## config.mk

```make
export PLATFORM = sky130hd
export DESIGN_NAME = ofs_loader
export DESIGN_NICKNAME = d
export VERILOG_FILES = /design/src/rtl/ofl_pkg.sv /design/src/rtl/ofl_mode_dec.sv /design/src/rtl/ofl_seq.sv /design/src/rtl/ofl_regfile.sv /design/src/rtl/ofs_loader.sv
export SDC_FILE = /design/constraint.sdc
export NUM_CORES = 1
export LEC_CHECK = 0
export CELL_PAD_IN_SITES_DETAIL_PLACEMENT = 1
export CELL_PAD_IN_SITES_GLOBAL_PLACEMENT = 2
export CORE_MARGIN = 10
export CORE_UTILIZATION = 35
export CTS_CLUSTER_SIZE = 28
export DETAILED_ROUTE_END_ITERATION = 7
export DONT_BUFFER_PORTS = 1
export PLACE_DENSITY_LB_ADDON = 0.1
export SYNTH_ARGS = -nofsm -noshare
export SYNTH_HDL_FRONTEND = slang
export SYNTH_SLANG_ARGS = --single-unit
```

## constraint.sdc

```tcl
create_clock -name clk -period 1.4 [get_ports clk]
set_input_delay 0.21 -clock clk [delete_from_list [all_inputs] [get_ports clk]]
set_output_delay 0.21 -clock clk [all_outputs]
set_load 0.01 [all_outputs]
```

## src/rtl/ofl_pkg.sv

```systemverilog
package ofl_pkg;

  localparam int NUM_OFS = 4;

  // Load order of the registers; serial and parallel loading share it.
  localparam int SLOT_AF_A = 0;
  localparam int SLOT_AE_B = 1;
  localparam int SLOT_AF_B = 2;
  localparam int SLOT_AE_A = 3;

  typedef enum logic [1:0] {
    LD_PRESET   = 2'd0,
    LD_PARALLEL = 2'd1,
    LD_SERIAL   = 2'd2
  } ld_mode_e;

  typedef enum logic [2:0] {
    ST_SELECT = 3'd0,
    ST_PAR    = 3'd1,
    ST_SER    = 3'd2,
    ST_SETTLE = 3'd3,
    ST_RUN    = 3'd4
  } ld_state_e;

endpackage

```

## src/rtl/ofl_mode_dec.sv

```systemverilog
module ofl_mode_dec
  import ofl_pkg::*;
#(
  parameter int OFS_W       = 9,
  parameter int PRESET_BOTH = 64,
  parameter int PRESET_HI   = 16,
  parameter int PRESET_LO   = 8
) (
  input  logic             prog_mode_i,
  input  logic             fsel0_i,
  input  logic             fsel1_i,
  output ld_mode_e         mode_o,
  output logic [OFS_W-1:0] preset_o
);

  always_comb begin
    mode_o   = LD_SERIAL;
    preset_o = '0;
    if (prog_mode_i) begin
      if (!fsel0_i && !fsel1_i) begin
        mode_o = LD_PARALLEL;
      end else begin
        mode_o = LD_PRESET;
        unique case ({fsel1_i, fsel0_i})
          2'b11:   preset_o = OFS_W'(PRESET_BOTH);
          2'b10:   preset_o = OFS_W'(PRESET_HI);
          default: preset_o = OFS_W'(PRESET_LO);
        endcase
      end
    end
  end

endmodule

```

## src/rtl/ofl_seq.sv

```systemverilog
module ofl_seq
  import ofl_pkg::*;
#(
  parameter int OFS_W = 9
) (
  input  logic                       clk,
  input  logic                       rst_n,
  input  ld_mode_e                   mode_i,
  input  logic                       sen_n_i,
  input  logic                       wr_en_i,
  output logic                       preset_we_o,
  output logic                       par_we_o,
  output logic [$clog2(NUM_OFS)-1:0] par_slot_o,
  output logic                       shift_o,
  output logic                       done_o
);

  localparam int TOTAL_BITS = NUM_OFS * OFS_W;
  localparam int CNT_W      = $clog2(TOTAL_BITS + 1);
  localparam int SLOT_W     = $clog2(NUM_OFS);

  ld_state_e        state_q, state_d;
  logic [CNT_W-1:0] cnt_q, cnt_d;
  logic             cnt_en;

  always_comb begin
    state_d     = state_q;
    cnt_d       = cnt_q;
    cnt_en      = 1'b0;
    preset_we_o = 1'b0;
    par_we_o    = 1'b0;
    shift_o     = 1'b0;
    unique case (state_q)
      ST_SELECT: begin
        cnt_en = 1'b1;
        cnt_d  = '0;
        unique case (mode_i)
          LD_PRESET: begin
            preset_we_o = 1'b1;
            state_d     = ST_RUN;
          end
          LD_PARALLEL: state_d = ST_PAR;
          default:     state_d = ST_SER;
        endcase
      end
      ST_PAR: begin
        if (wr_en_i) begin
          par_we_o = 1'b1;
          cnt_en   = 1'b1;
          cnt_d    = cnt_q + 1'b1;
          if (cnt_q == CNT_W'(NUM_OFS - 1)) state_d = ST_RUN;
        end
      end
      ST_SER: begin
        if (!sen_n_i) begin
          shift_o = 1'b1;
          cnt_en  = 1'b1;
          cnt_d   = cnt_q + 1'b1;
          if (cnt_q == CNT_W'(TOTAL_BITS - 1)) state_d = ST_SETTLE;
        end
      end
      ST_SETTLE: state_d = ST_RUN;
      default:   state_d = ST_RUN;
    endcase
  end

  always_ff @(posedge clk or negedge rst_n) begin
    if (!rst_n) begin
      state_q <= ST_SELECT;
    end else begin
      state_q <= state_d;
    end
  end

  always_ff @(posedge clk or negedge rst_n) begin
    if (!rst_n) begin
      cnt_q <= '0;
    end else if (cnt_en) begin
      cnt_q <= cnt_d;
    end
  end

  assign par_slot_o = cnt_q[SLOT_W-1:0];
  assign done_o     = (state_q == ST_RUN);


  cnt_bound_chk: assert property (@(posedge clk) disable iff (!rst_n)
    cnt_q <= CNT_W'(TOTAL_BITS));


  preset_done_chk: assert property (@(posedge clk) disable iff (!rst_n)
    (state_q == ST_SELECT && mode_i == LD_PRESET) |=> done_o);


  ser_hold_chk: assert property (@(posedge clk) disable iff (!rst_n)
    (state_q == ST_SER && sen_n_i) |=> $stable(cnt_q));


  done_sticky_chk: assert property (@(posedge clk) disable iff (!rst_n)
    done_o |=> done_o);


  one_source_chk: assert property (@(posedge clk) disable iff (!rst_n)
    $onehot0({preset_we_o, par_we_o, shift_o}));

endmodule

```

## src/rtl/ofl_regfile.sv

```systemverilog
module ofl_regfile
  import ofl_pkg::*;
#(
  parameter int OFS_W = 9
) (
  input  logic                              clk,
  input  logic                              rst_n,
  input  logic                              preset_we_i,
  input  logic [OFS_W-1:0]                  preset_i,
  input  logic                              par_we_i,
  input  logic [$clog2(NUM_OFS)-1:0]        par_slot_i,
  input  logic [OFS_W-1:0]                  par_data_i,
  input  logic                              shift_i,
  input  logic                              sd_i,
  output logic [NUM_OFS-1:0][OFS_W-1:0]     ofs_o
);

  logic [NUM_OFS-1:0][OFS_W-1:0] ofs_q, ofs_d;
  logic [NUM_OFS-1:0]            ofs_en;
  logic [NUM_OFS-1:0]            chain_in;

  for (genvar i = 0; i < NUM_OFS; i++) begin : g_slot
    // The serial chain runs from slot 0 (first loaded) to the last slot;
    // the newest bit enters the LSB of the last slot.
    if (i == NUM_OFS - 1) begin : g_tail
      assign chain_in[i] = sd_i;
    end else begin : g_link
      assign chain_in[i] = ofs_q[i+1][OFS_W-1];
    end

    always_comb begin
      ofs_en[i] = 1'b0;
      ofs_d[i]  = ofs_q[i];
      if (preset_we_i) begin
        ofs_en[i] = 1'b1;
        ofs_d[i]  = preset_i;
      end else if (par_we_i && (par_slot_i == i)) begin
        ofs_en[i] = 1'b1;
        ofs_d[i]  = par_data_i;
      end else if (shift_i) begin
        ofs_en[i] = 1'b1;
        ofs_d[i]  = {ofs_q[i][OFS_W-2:0], chain_in[i]};
      end
    end

    always_ff @(posedge clk or negedge rst_n) begin
      if (!rst_n) begin
        ofs_q[i] <= '0;
      end else if (ofs_en[i]) begin
        ofs_q[i] <= ofs_d[i];
      end
    end
  end

  assign ofs_o = ofs_q;


  idle_hold_chk: assert property (@(posedge clk) disable iff (!rst_n)
    (!preset_we_i && !par_we_i && !shift_i) |=> $stable(ofs_q));


  par_single_chk: assert property (@(posedge clk) disable iff (!rst_n)
    par_we_i |=> ($countones(ofs_q ^ $past(ofs_q)) <= OFS_W));

endmodule

```

## src/rtl/ofs_loader.sv

```systemverilog
module ofs_loader
  import ofl_pkg::*;
#(
  parameter int OFS_W       = 9,
  parameter int DATA_W      = 18,
  parameter int PRESET_BOTH = 64,
  parameter int PRESET_HI   = 16,
  parameter int PRESET_LO   = 8
) (
  input  logic              clk,
  input  logic              rst_n,
  input  logic              prog_mode_i,
  input  logic              fsel0_sd_i,
  input  logic              fsel1_sen_i,
  input  logic              wr_en_i,
  input  logic [DATA_W-1:0] wr_data_i,
  output logic [OFS_W-1:0]  ofs_af_a_o,
  output logic [OFS_W-1:0]  ofs_ae_b_o,
  output logic [OFS_W-1:0]  ofs_af_b_o,
  output logic [OFS_W-1:0]  ofs_ae_a_o,
  output logic              prog_done_o,
  output logic              rdy_gate_o,
  output logic              mem_wr_o
);

  localparam int SLOT_W = $clog2(NUM_OFS);

  ld_mode_e                      mode;
  logic [OFS_W-1:0]              preset_val;
  logic                          preset_we;
  logic                          par_we;
  logic [SLOT_W-1:0]             par_slot;
  logic                          shift;
  logic                          done;
  logic [NUM_OFS-1:0][OFS_W-1:0] ofs;

  if (DATA_W > OFS_W) begin : g_hi_bits
    logic unused_hi;
    assign unused_hi = ^wr_data_i[DATA_W-1:OFS_W];
  end

  ofl_mode_dec #(
    .OFS_W       (OFS_W),
    .PRESET_BOTH (PRESET_BOTH),
    .PRESET_HI   (PRESET_HI),
    .PRESET_LO   (PRESET_LO)
  ) u_dec (
    .prog_mode_i (prog_mode_i),
    .fsel0_i     (fsel0_sd_i),
    .fsel1_i     (fsel1_sen_i),
    .mode_o      (mode),
    .preset_o    (preset_val)
  );

  ofl_seq #(.OFS_W(OFS_W)) u_seq (
    .clk         (clk),
    .rst_n       (rst_n),
    .mode_i      (mode),
    .sen_n_i     (fsel1_sen_i),
    .wr_en_i     (wr_en_i),
    .preset_we_o (preset_we),
    .par_we_o    (par_we),
    .par_slot_o  (par_slot),
    .shift_o     (shift),
    .done_o      (done)
  );

  ofl_regfile #(.OFS_W(OFS_W)) u_regs (
    .clk         (clk),
    .rst_n       (rst_n),
    .preset_we_i (preset_we),
    .preset_i    (preset_val),
    .par_we_i    (par_we),
    .par_slot_i  (par_slot),
    .par_data_i  (wr_data_i[OFS_W-1:0]),
    .shift_i     (shift),
    .sd_i        (fsel0_sd_i),
    .ofs_o       (ofs)
  );

  assign ofs_af_a_o  = ofs[SLOT_AF_A];
  assign ofs_ae_b_o  = ofs[SLOT_AE_B];
  assign ofs_af_b_o  = ofs[SLOT_AF_B];
  assign ofs_ae_a_o  = ofs[SLOT_AE_A];
  assign prog_done_o = done;
  assign rdy_gate_o  = done;
  assign mem_wr_o    = wr_en_i & done;


  frozen_chk: assert property (@(posedge clk) disable iff (!rst_n)
    done |=> $stable(ofs));


  gate_closed_chk: assert property (@(posedge clk) disable iff (!rst_n)
    $rose(done) |-> !$past(mem_wr_o));

endmodule

```

==> flow_summary.ini, run 1 <==
[status]
status = finished with violations
violations = negative setup slack

[clock_network]
cts_sinks = 45
cts_tree = built
cts_made_buffers = 5
htree_levels = 2
cts_buffer_depth = 2
clock_latency_ns = 0.31
clkTransAtPathRegs_ns = 0.09
clk_root_buffer_cell = clkbuf_8

[sta]
min_period_ns = 1.66
fmax_ghz = 0.601
setup_violations = 47
slew-limit-headroom_pct = 69.7
finalCritPeriodShare_pct = 119
rsz0062_at_grt = yes
maxSlewViolCount = 0
tightest_slew_ns = 0.451
setup_ws_ns = -0.264
fin_skew_ns = 0.00775
final-hold-violation-count = 0

[global_routing]
overflow = 0
grt_usage_pct = 15.4
grt_max_degree = 46
grt_pass1_wl_mm = 13.5
antenna_found_initial = 0
grt_pass1_vias = 2363

[finish]
diodes = 0
fin_nets = 318
layout-drive-gt1-share_pct = 36.8
syn2layout_area_growth_pct = 36.5
layout_commonest_cell = dfrtp_1
fin_cells = 387
fillers = 735
mostFrequentLayoutCells = dfrtp_1 (44), buf_4 (32), a22oi_1 (18)

[logic_synthesis]
ys_seq_elements = 45
ys_seq_area_share_pct = 45.4
avgSynthCellArea_um2 = 10.0
ys_async_sr_fraction_pct = 100
synth_warnings = 0
yosysUniqueCellTypes = 48
mappedNetlistArea_um2 = 2480
synth_ff_type = dfrtp_1
synth_edf_count = 0
syn_inst = 247
syn_nets = 275

[pwr]
power_w = 0.00534
leakagePower_nw = 1.42
power-per-cell-area_nw_per_um2 = 1580
ir_drop_mv = 0.778

[worst_setup_path]
end_kind = register
crit_path_start_kind = register
arrival_ns = 1.90
worstPathRequired_ns = 1.63
crit_fanout = 6
worstSetupPathType = reg2reg
rrSetupSlack_ns = -0.26

[die]
die_w_um = 104
core_area_um2 = 6830
num_io_pins = 63
row_count = 30
dieHeight_um = 104
start_util_pct = 36.3
dieArea_um2 = 10900

[place]
hpwl_mm = 6.27
numPortBuffers = 0
globalplace.congestion = 0.788
place_inst = 362

[worst_hold_path]
hold_class = in2reg

[flow_run]
drv_cap = 0

[routing]
vias_per_cell = 5.91
totalWireLength_mm = 8.82
post-route-drc-count = 0
num_vias = 2288
dr.pass1.iters = 4
drtIter0Drc = 112
wl_per_cell_um = 22.8
antenna_left = 0
==> stage by stage <==
step	hold slack (ns)	cell area [µm²]	setup TNS, ns	util [%]	setup slack (ns)
after floorplan	-0.0856	2550	-0.389	-	-0.0396
after global placement	-0.0835	2860	-4.83	41.9	-0.165
after detailed placement	-0.0835	2860	-7.54	41.9	-0.248
after CTS	0.00243	3110	-7.56	45.5	-0.233
after global routing	0.00433	3390	-11.16	49.6	-0.328
final	0.00258	3390	-8.47	49.6	-0.264
==> sequential cells by signal, indices dropped and copies added (netlist names) <==
register / cells
u_regs.ofs_o: 36
u_seq.cnt_q: 6
u_seq.state_q: 3
==> synth_stat cells (2+ instances only) <==
cell       count  area share (%)
dfrtp_1       45              45
a22oi_1       24             7.3
o2bb2ai_1     18             6.4
o21ai_0       16             3.2
nand2_1       15             2.3
a31oi_1       11             2.8
and3_1         9             2.3
nor3_1         9             1.8
a21boi_0       8             2.4
buf_2          8             1.6
nor2_1         8             1.2
inv_1          5            0.76
mux2i_1        5             2.0
o31ai_1        5             1.5
and2_1         4             1.0
clkbuf_1       4            0.60
ha_1           4             2.0
nand2b_1       4             1.0
a21oi_1        3            0.60
buf_1          3            0.45
buf_4          3            0.91
nand3_1        3            0.60
nand3b_1       3            0.91
a21o_1         2            0.60
a22o_1         2            0.71
nor2_4         2            0.91
o31a_1         2            0.71
xnor2_1        2            0.71
==> final cells by class <==
class | instances | area, µm² | area share, %
inverter | 5 | 18.8 | 0.554
sequential | 45 | 1130 | 33.3
multi-input combinational | 180 | 1500 | 44.3
clock inverter | 2 | 15.0 | 0.443
tap | 96 | 120 | 3.55
timing repair buffer | 53 | 533 | 15.7
clock buffer | 6 | 72.6 | 2.14
==> report_power, final <==
group / total [W] / internal (W) / switching, W
logic: 0.00179 / 0.00101 / 0.000783
registers: 0.00271 / 0.00182 / 0.000885
clock network: 0.000842 / 0.000353 / 0.000489
total: 0.00534 / 0.00318 / 0.00216
==> per-layer routing <==
metal	share of wire (%)	routed length, µm	GRT usage [%]	up-vias
li1	-	-	-	1024
met1	41	3650	18.2	1191
met2	51	4490	25.8	63
met3	6.1	541	5.20	10
met4	1.6	141	4.17	0
met5	0	0	0	-
==> final timing paths <==
path / startpoint / end / cells past startpoint
min reg2reg: u_seq.cnt_q[2]$_DFFE_PN0P_ / u_seq.cnt_q[2]$_DFFE_PN0P_ / 1
max: u_seq.state_q[1]$_DFFE_PN0P_ / u_regs.ofs_o[11]$_DFFE_PN0P_ / 7
max in group asynchronous: rst_n / u_regs.ofs_o[30]$_DFFE_PN0P_ / 2
max reg2reg: u_seq.state_q[1]$_DFFE_PN0P_ / u_regs.ofs_o[11]$_DFFE_PN0P_ / 7
min in group asynchronous: rst_n / u_seq.state_q[2]$_DFFE_PN0P_ / 2
min: prog_mode_i / u_seq.state_q[1]$_DFFE_PN0P_ / 1
==> kinds of logic (layout without fill, tap and decap cells) <==
family                     count (synthesis)  after routing  synth area share, %
adders and majority gates                  4              4                 2.02
AOI/OAI and AO/OA                        100            100                 29.6
DFF                                       45             45                 45.4
muxes                                      5              5                 2.02
and+or+nand+nor                           67             68                 15.6
xor gates and xnor gates                   3              3                 1.06
buffers and inverters                     23             66                 4.34
==> worst max-delay path, cell delays in order, from the launching register on <==
cell and delay [ns]:
dfrtp_1 0.43, and4bb_1 0.24, buf_12 0.14, buf_8 0.12, and2_4 0.18, buf_12 0.13, nor2_4 0.20, o2bb2ai_1 0.14
==> timing repair <==
| action | CTS | global route |
|---|---|---|
| setup buffers | 3 | 12 |
| resized for setup | 28 | 49 |
| gates cloned | 0 | 1 |
| setup endpoints to repair | 47 | 47 |
| hold buffers | 2 | 1 |
| hold endpoints to repair | 45 | 1 |
| pin swaps | 9 | 23 |
Note: power is estimated with default switching activity, not from simulation.
==> run 2, diff against run 1 <==
Settings changed: CORE_UTILIZATION 35 to 40, SKIP_LAST_GASP from default to 1.
Clock period 1.4 ns to 2.1 ns, I/O delays scaled along.
==> run 2 against run 1 <==
The run now ends clean. Via count decreased by 10%. Hold slack improved by 0.11 ns. Critical endpoint is now u_regs.ofs_o[13]$_DFFE_PN0P_. Largest power group unchanged. Combinational power decreased by 52%. Sequential share of layout area increased by 8.2 points. Clock power decreased by 35%.
==> flow_summary.ini, run 2 (synthesis gave the netlist of run 1 again) <==
[sta]
fin_skew_ns = 0.00334
final-hold-violation-count = 0
tightest_slew_ns = 0.858
hold-worst-slack_ns = 0.108
rsz0062_at_grt = no
setup_violations = 0
fin_setup_tns_ns = 0
min_period_ns = 1.92
fmax_ghz = 0.521
finalCritPeriodShare_pct = 91.3
slew-limit-headroom_pct = 42.2
maxSlewViolCount = 0
setup_ws_ns = 0.182

[clock_network]
postCtsSetupRepairBufs = 0
htree_levels = 2
clock_latency_ns = 0.30
cts_resized = 0
cts_sinks = 45
cts_buffer_depth = 2
clkTransAtPathRegs_ns = 0.09
cts_tree = built
cts_made_buffers = 5
clk_root_buffer_cell = clkbuf_8

[routing]
antenna_left = 0
totalWireLength_mm = 7.61
routed.top_layer = met4
wl_met1_mm = 3.29
dr.pass1.iters = 4
dr_wl_met3_um = 687
wl_per_cell_um = 23.3
post-route-drc-count = 0
num_vias = 2053
vias_per_cell = 6.30
dr_wl_met2_mm = 3.57
drtIter0Drc = 136

[global_routing]
grt_pass1_wl_mm = 12.3
grt_max_degree = 46
grt_usage_pct = 15.4
antenna_found_initial = 0
overflow = 0
grt_pass1_vias = 2176

[status]
status = complete, no violations

[die]
num_io_pins = 63
die_w_um = 98.8
dieHeight_um = 98.8
dieArea_um2 = 9750
row_count = 28
core_area_um2 = 5960
start_util_pct = 41.7

[finish]
syn2layout_area_growth_pct = 9.38
regArea_um2 = 1130
fin_nets = 278
diodes = 0
layout_commonest_cell = dfrtp_1
layout-drive-gt1-share_pct = 11.2
final_core_util_pct = 45.6
multi_input_area_um2 = 1250
fillers = 680
largest_register_ffs = 36
mostFrequentLayoutCells = dfrtp_1 (45), a22oi_1 (24), o2bb2ai_1 (18)

[worst_setup_path]
crit_path_start_kind = register
cp-startpoint = u_seq.state_q[1]$_DFFE_PN0P_
worstPathRequired_ns = 2.27
end_kind = register
r2r_start = u_seq.state_q[1]$_DFFE_PN0P_
arrival_ns = 2.09
worstSetupPathType = reg2reg
crit_fanout = 11

[pwr]
ir_drop_mv = 0.565
leakagePower_nw = 1.14
power_w = 0.00317
power-per-cell-area_nw_per_um2 = 1170

[worst_hold_path]
worstHoldStart = prog_mode_i
hold_class = in2reg

[place]
numPortBuffers = 0
post-place-ws_ns = 0.229
hpwl_mm = 5.74
globalplace.congestion = 0.884

[flow_run]
drv_cap = 0
[run 2: cell count changes in the layout (fill, tap and decap cells not counted), moves of 3 or more]
cell,delta
a22oi_1,+6
a22oi_2,-6
and2_1,+4
and2_4,-5
buf_12,-3
buf_4,-21
buf_6,-12
nand2_1,+3
o21ai_0,+11
o21ai_1,-11
o2bb2ai_1,+7
o2bb2ai_2,-7
[run 2: path summary, 6_finish.rpt]
| check | to | slack (ns) | cells past startpoint |
|---|---|---|---|
| worst max-delay path | u_regs.ofs_o[13]$_DFFE_PN0P_ | 0.18 | 5 |
| max in group asynchronous | u_regs.ofs_o[8]$_DFFE_PN0P_ | 1.37 | 2 |
| worst min-delay path | u_seq.state_q[1]$_DFFE_PN0P_ | 0.11 | 1 |
| worst max register to register | u_regs.ofs_o[13]$_DFFE_PN0P_ | 0.18 | 5 |
| worst min register to register | u_seq.cnt_q[0]$_DFFE_PN0P_ | 0.57 | 1 |
| min in group asynchronous | u_regs.ofs_o[23]$_DFFE_PN0P_ | 0.52 | 2 |
[run 2: where the power goes]
group          total, W  leakage, nW  switching [W]  internal [W]
logic          0.000856        0.532       0.000429      0.000428
clock network  0.000550       0.0374       0.000315      0.000235
registers       0.00176        0.571       0.000546       0.00121
total           0.00317         1.14        0.00129       0.00188
[run 2: final cells by class]
class / instances / area share (%)
Tap cell: 75 / 3.46
Clock inverter: 2 / 0.553
Sequential cell: 45 / 41.5
Inverter: 5 / 0.692
Clock buffer: 6 / 2.67
Multi-Input combinational cell: 179 / 46.0
Timing Repair Buffer: 14 / 5.16
[run 2: metal layers]
metal  vias to the layer above  GRT usage, %
met5                         -             0
met1                      1041          18.9
met2                        58          25.0
li1                        949             -
met3                         5          5.80
met4                         0          3.64
[run 2: through the flow]
stage	cell area (µm²)	std cells
finish	2710	326
global route	2710	326
CTS	2710	326
detailed placement	2590	316
global placement	2590	316
floorplan	2480	247
[run 2: worst max-delay path: stages, from the launching register on]
cell and delay, ns:
dfrtp_1 0.39, and4bb_1 0.50, buf_4 0.21, and2_1 0.39, or2_1 0.21, a31oi_1 0.09
[run 2: what timing repair did]
item                                    4_1_cts  5_1_grt
hold endpoints to repair                     45        0
hold buffers                                  2        0
endpoints found under the setup margin        0        0
